**src/rtl/alu_pkg.sv**
```systemverilog
package alu_pkg;

    typedef enum logic [1:0] {
        SEL_AND  = 2'b00,
        SEL_OR   = 2'b01,
        SEL_SUM  = 2'b10,
        SEL_LESS = 2'b11
    } sel_e;

    typedef struct packed {
        logic negate;
        sel_e sel;
    } ctrl_t;

    localparam int CTRL_W = $bits(ctrl_t);

    // Carry out of a one-bit full adder.
    function automatic logic fa_carry(input logic x, input logic y, input logic ci);
        return (x & y) | (ci & (x | y));
    endfunction

    // Signed overflow of an addition, from the operand and sum sign bits.
    function automatic logic add_ovf(input logic sx, input logic sy, input logic ss);
        return (sx == sy) && (ss != sx);
    endfunction

endpackage

```
**src/rtl/alu_slice.sv**
```systemverilog
module alu_slice
    import alu_pkg::*;
(
    input  logic  a,
    input  logic  b,
    input  logic  cin,
    input  logic  less,
    input  ctrl_t ctrl,
    output logic  res,
    output logic  sum,
    output logic  cout
);
    logic b_eff;

    assign b_eff = b ^ ctrl.negate;
    assign sum   = a ^ b_eff ^ cin;
    assign cout  = fa_carry(a, b_eff, cin);

    always_comb begin
        unique case (ctrl.sel)
            SEL_AND:  res = a & b_eff;
            SEL_OR:   res = a | b_eff;
            SEL_SUM:  res = sum;
            SEL_LESS: res = less;
            default:  res = 1'b0;
        endcase
    end
endmodule

```
**src/rtl/alu_chain.sv**
```systemverilog
module alu_chain
    import alu_pkg::*;
#(
    parameter int W = 32
) (
    input  logic [W-1:0] a,
    input  logic [W-1:0] b,
    input  logic [W-1:0] less,
    input  ctrl_t        ctrl,
    output logic [W-1:0] res,
    output logic [W-1:0] sum,
    output logic         cout
);
    logic carry [0:W];

    assign carry[0] = ctrl.negate;
    assign cout     = carry[W];

    for (genvar i = 0; i < W; i++) begin : g_slice
        alu_slice u_slice (
            .a    (a[i]),
            .b    (b[i]),
            .cin  (carry[i]),
            .less (less[i]),
            .ctrl (ctrl),
            .res  (res[i]),
            .sum  (sum[i]),
            .cout (carry[i+1])
        );
    end
endmodule

```
**src/rtl/alu_flags.sv**
```systemverilog
module alu_flags
    import alu_pkg::*;
#(
    parameter int W = 32
) (
    input  logic [W-1:0] res,
    input  logic         a_msb,
    input  logic         b_msb,
    input  logic         sum_msb,
    input  logic         negate,
    output logic         zero,
    output logic         ovf,
    output logic         lt
);
    assign zero = ~|res;
    assign ovf  = add_ovf(a_msb, b_msb ^ negate, sum_msb);
    assign lt   = sum_msb ^ ovf;
endmodule

```
**src/rtl/alu_bitslice.sv**
```systemverilog
module alu_bitslice
    import alu_pkg::*;
#(
    parameter int W = 32
) (
    input  logic [W-1:0]      a_i,
    input  logic [W-1:0]      b_i,
    input  logic [CTRL_W-1:0] ctrl_i,
    output logic [W-1:0]      result_o,
    output logic              zero_o,
    output logic              carry_o,
    output logic              ovf_o
);
    localparam int MSB = W - 1;

    ctrl_t        ctrl;
    logic [W-1:0] sum;
    logic [W-1:0] less_vec;
    logic         lt;

    assign ctrl     = ctrl_t'(ctrl_i);
    assign less_vec = {{(W-1){1'b0}}, ctrl.negate & lt};

    alu_chain #(.W(W)) u_chain (
        .a    (a_i),
        .b    (b_i),
        .less (less_vec),
        .ctrl (ctrl),
        .res  (result_o),
        .sum  (sum),
        .cout (carry_o)
    );

    alu_flags #(.W(W)) u_flags (
        .res     (result_o),
        .a_msb   (a_i[MSB]),
        .b_msb   (b_i[MSB]),
        .sum_msb (sum[MSB]),
        .negate  (ctrl.negate),
        .zero    (zero_o),
        .ovf     (ovf_o),
        .lt      (lt)
    );

    always_comb begin
        if (ctrl_i == 3'b000)
            AST_AND_SUBSET: assert ((result_o & ~a_i) == '0);
        if (ctrl_i == 3'b001)
            AST_OR_COVERS: assert ((result_o & a_i) == a_i);
        if (ctrl_i == 3'b010 && a_i[MSB] != b_i[MSB])
            AST_NO_OVERFLOW: assert (!ovf_o);
        if (ctrl_i == 3'b110 && a_i == b_i)
            AST_EQUAL_SUB: assert (zero_o && carry_o);
        if (ctrl_i == 3'b111)
            AST_LESS_RANGE: assert (result_o[W-1:1] == '0);
        if (ctrl_i == 3'b011)
            AST_SPARE_CODE: assert (result_o == '0 && zero_o);
    end
endmodule

```
**config.mk**
```make
export PLATFORM = sky130hd
export DESIGN_NAME = alu_bitslice
export DESIGN_NICKNAME = d
export VERILOG_FILES = /design/src/rtl/alu_pkg.sv /design/src/rtl/alu_slice.sv /design/src/rtl/alu_chain.sv /design/src/rtl/alu_flags.sv /design/src/rtl/alu_bitslice.sv
export SDC_FILE = /design/constraint.sdc
export NUM_CORES = 1
export LEC_CHECK = 0
export ABC_AREA = 1
export BUFFER_PORTS_ARGS = -buffer_cell sky130_fd_sc_hd__buf_2
export CORE_AREA = 2 2 86 88
export DETAILED_ROUTE_END_ITERATION = 12
export DIE_AREA = 0 0 88 90
export PLACE_DENSITY_LB_ADDON = 0.1
export SYNTH_ARGS = -nofsm -noshare
export SYNTH_HDL_FRONTEND = slang
export SYNTH_HIERARCHICAL = 1
export SYNTH_SLANG_ARGS = --single-unit
```
**constraint.sdc**
```tcl
create_clock -name vclk -period 33.6
set_input_delay 6.72 -clock vclk [all_inputs]
set_output_delay 6.72 -clock vclk [all_outputs]
set_load 0.01 [all_outputs]
```
# After elaboration in Yosys (flattened, before gate mapping)
# Cells that the tools add are included.
[totals]
mem_bits_ro = 0
latch_bits = 0
output_inout_bits = 35
ff_bits = 0
memories = 0
ramBits = 0
[classes]
shift = 0
mux = 32
n_bitwise = 226
magnitude_cmp = 0
add_sub_neg = 0
mul = 0
n_reduce_logical = 4
n_eq_ne = 5
div = 0
[ops]
columns = ["cell", "count"]
rows = [
  ["1-bit case mux with 4 select lines", 32],
  ["1-bit XOR", 97],
  ["1-bit AND", 65],
  ["1-bit OR", 64],
  ["32-bit OR reduction", 1],
  ["2-bit equality test (second input constant)", 2],
  ["2-bit by 1-bit equality test with 1-bit output (second input constant)", 1],
  ["2-bit zero test", 1],
  ["1-bit equality test", 1],
  ["1-bit logical AND", 1],
  ["1-bit zero test", 1],
  ["1-bit != test", 1],
]

# Longest topological paths before layout
[logic_depth]
depth_word = 72
ltp_mapped = 111
depth_no_buf = 111

# By module
# Netlist, hierarchy kept.
[modules_own_cells]
columns = ["module", "area_per_inst_um2", "instances", "cells_each", "seq_area_each_um2"]
rows = [
  ["alu_slice", 116.4, 32, 20, 0.0],
  ["alu_flags", 172.7, 1, 44, 0.0],
  ["alu_bitslice", 11.3, 1, 3, 0.0],
]

# Worst setup path after synthesis
# No wires, ideal clock.
[synth_path]
kind = "input-to-output"
start = "in b_i[0]"
end = "out zero_o"
t_arrival_ps = 22737
path_buffers = 0
path_stages = 111
setup_slack_ps = 4143
path_cell_list = "xnor2_1 > fa_1 > inv_1 > inv_1 > fa_1 > inv_1 > inv_1 > fa_1 > inv_1 > inv_1 > fa_1 > inv_1 > inv_1 > fa_1 > inv_1 > inv_1 > fa_1 > inv_1 > (+75 left out) > inv_1 > fa_1 > inv_1 > inv_1 > nand2_1 > nand2_1 > inv_1 > nand2_1 > inv_1 > inv_1 > nand2_1 > nand3_1 > nand2_1 > nor2_1 > nand2_1 > nor2_1 > nand2_1 > nor2_1"
[synth_rtl]
columns = ["item", "line_no", "rtl"]
rows = [
  ["start: declaration", "alu_bitslice.sv:7", "input logic [W-1:0] b_i,"],
  ["end: declaration", "alu_bitslice.sv:10", "output logic zero_o,"],
]

==> impl_results.md <==
* Status: complete, no violations
* Final ANT Viol Nets at 0
* Global-route wire length before repair at about 13000 um
* Crit path max fanout at 12
* Worst EP arrival at ~24 ns
* Ant diodes at 0
* Placeable Area at ~7000 sq um
* DR DRC count at 0
* Initial core utilization at 54.00%
* Achievable frequency at approximately 32 MHz
* Overflow after GRT at 0
* Fill count at slightly below 700
* Die width at 88 um
* Psw at 0.00004051 W
* Switching Share at 59.59%
* Layout area overhead at 20.10%
* Vias per cell at just over 4
* Routed via count at ~3700
* Highest-delay cell along the critical path: fa_1
* Port buffer count at a little over 100
* Worst Hold Path EP: ovf_o
* Number of global-route vias before repair at 3286
* Data required time of the worst path at about 27 ns
* Final Critical Period at about 30 ns
* Worst slew margin at between 20% and 30%
* DP HPWL at between 5000 and 6000 um
* Number of gates resized after CTS at 0
* Setup Viol. Count Final at 0
* Seq pwr share at 0%
* Min-delay src: a_i[31]
* Comb pwr share at 100.0%
* RSZ-0062 raised after global routing: no
* Sequential Area at 0 sq um
* Crit share post-route at roughly nine tenths
* Syn Inst Count at about 660
* Slew at the pin closest to its max-slew limit at between 1 and 1.5 ns
* Seq_cells at 0
* Slew Limit Fails at 0
* Largest net degree at the start of global routing at 97
* Kind of start point of the critical path: primary input
* Hold Path Class: primary input to primary output
* Critical path type: primary input to primary output
* Hold-critical path depth at 5
* Hold Fails Final Rpt at 0
* CP most frequent cell: inv_1
* Final GP Congestion at approximately 0.80
* Setup TNS at 0 ns
* Final hold slack at about 14 ns
* Die ar. at 7920 sq um
* Clk pwr share at 0%
* Initial DRT Pass Iterations at 6
* Die Span Y at 90 um
* Hold_buf cts at 0
* Crit-path leading delay family: adder cells
* Commonest cells after routing, fill and taps aside: inv_1, nand2_1, buf_2, nand3_1, ha_1
* Pleak at 3.090 nW
* Nets@finish at 955
* Yosys warns at 6
* Synth Cell Area at 3791 sq um
* Crit path buffers/inverters at between 60 and 70
* Internal Power at 0.00002746 W
* Critical path depth in cells at approximately 110
* CP endpoint kind: primary output
* Power Density at roughly 15 nW/um^2
* Ports at just over 100
* Most common cell after layout, fill and taps aside: inv_1
* Postcts setup bufs at 0
* Share of layout cells above drive strength 1 at a little over an eighth
* # clk buffers at 0
* Post-DR wirelength/cell at approximately 8.0 um
* Worst IR Drop VDD at between 0.009 and 0.01 mV
* Critical path's largest stage delay at ~0.53 ns
* Mapped Avg Cell Area at between 5 and 6 sq um
* Routed WL at between 7000 and 8000 um
* GRT Overall Usage at between 10% and 20%
* Max Cap Viol at 0
* Iter 0 DRT Violations at between 90 and 100
* Initial antenna violation count at 0
* Row cnt at 31
power by group through the flow:
stage	sequential [W]	clock (W)	combinational [W]
2_1_floorplan	0	0	0.0000468
3_3_place_gp	0	0	0.0000665
3_5_place_dp	0	0	0.0000691
4_1_cts	0	0	0.0000692
5_1_grt	0	0	0.0000810
6_report	0	0	0.0000680
worst max-delay path by stage:
stage	to	from	slack [ns]
after detailed placement	zero_o	ctrl_i[2]	2.65
after global placement	zero_o	ctrl_i[2]	2.76
after floorplan	zero_o	b_i[0]	4.14
after CTS	zero_o	ctrl_i[2]	2.57
after global routing	zero_o	ctrl_i[2]	1.32
final	zero_o	ctrl_i[2]	2.80
routing by layer:
layer / global-route usage [%] / routed length, um
met4: 0.8974 / 31
met1: 21.97 / 3186
met5: 0 / 0
met2: 36.17 / 3576
met3: 1.286 / 320
area by class of cell:
class / count / area, sq um / share of cell area [%]
Inverter: 263 / 987.2 / 21.68
Tap cell: 99 / 123.9 / 2.721
Multi-Input combinational cell: 423 / 2917 / 64.06
Timing Repair Buffer: 104 / 525.5 / 11.54
through the flow:
step           total power (W)  util, %  instance area, sq um  setup slack (ns)  cells
3_5_place_dp        0.00006911    64.85                  4553             2.655    889
6_report            0.00006798    64.85                  4553             2.803    889
4_1_cts             0.00006921    64.85                  4553             2.569    889
2_1_floorplan       0.00004676        -                  3904             4.143    686
5_1_grt             0.00008099    64.85                  4553             1.325    889
3_3_place_gp        0.00006653    64.85                  4553             2.762    889
No activity file was read; power rests on OpenSTA's default activity.
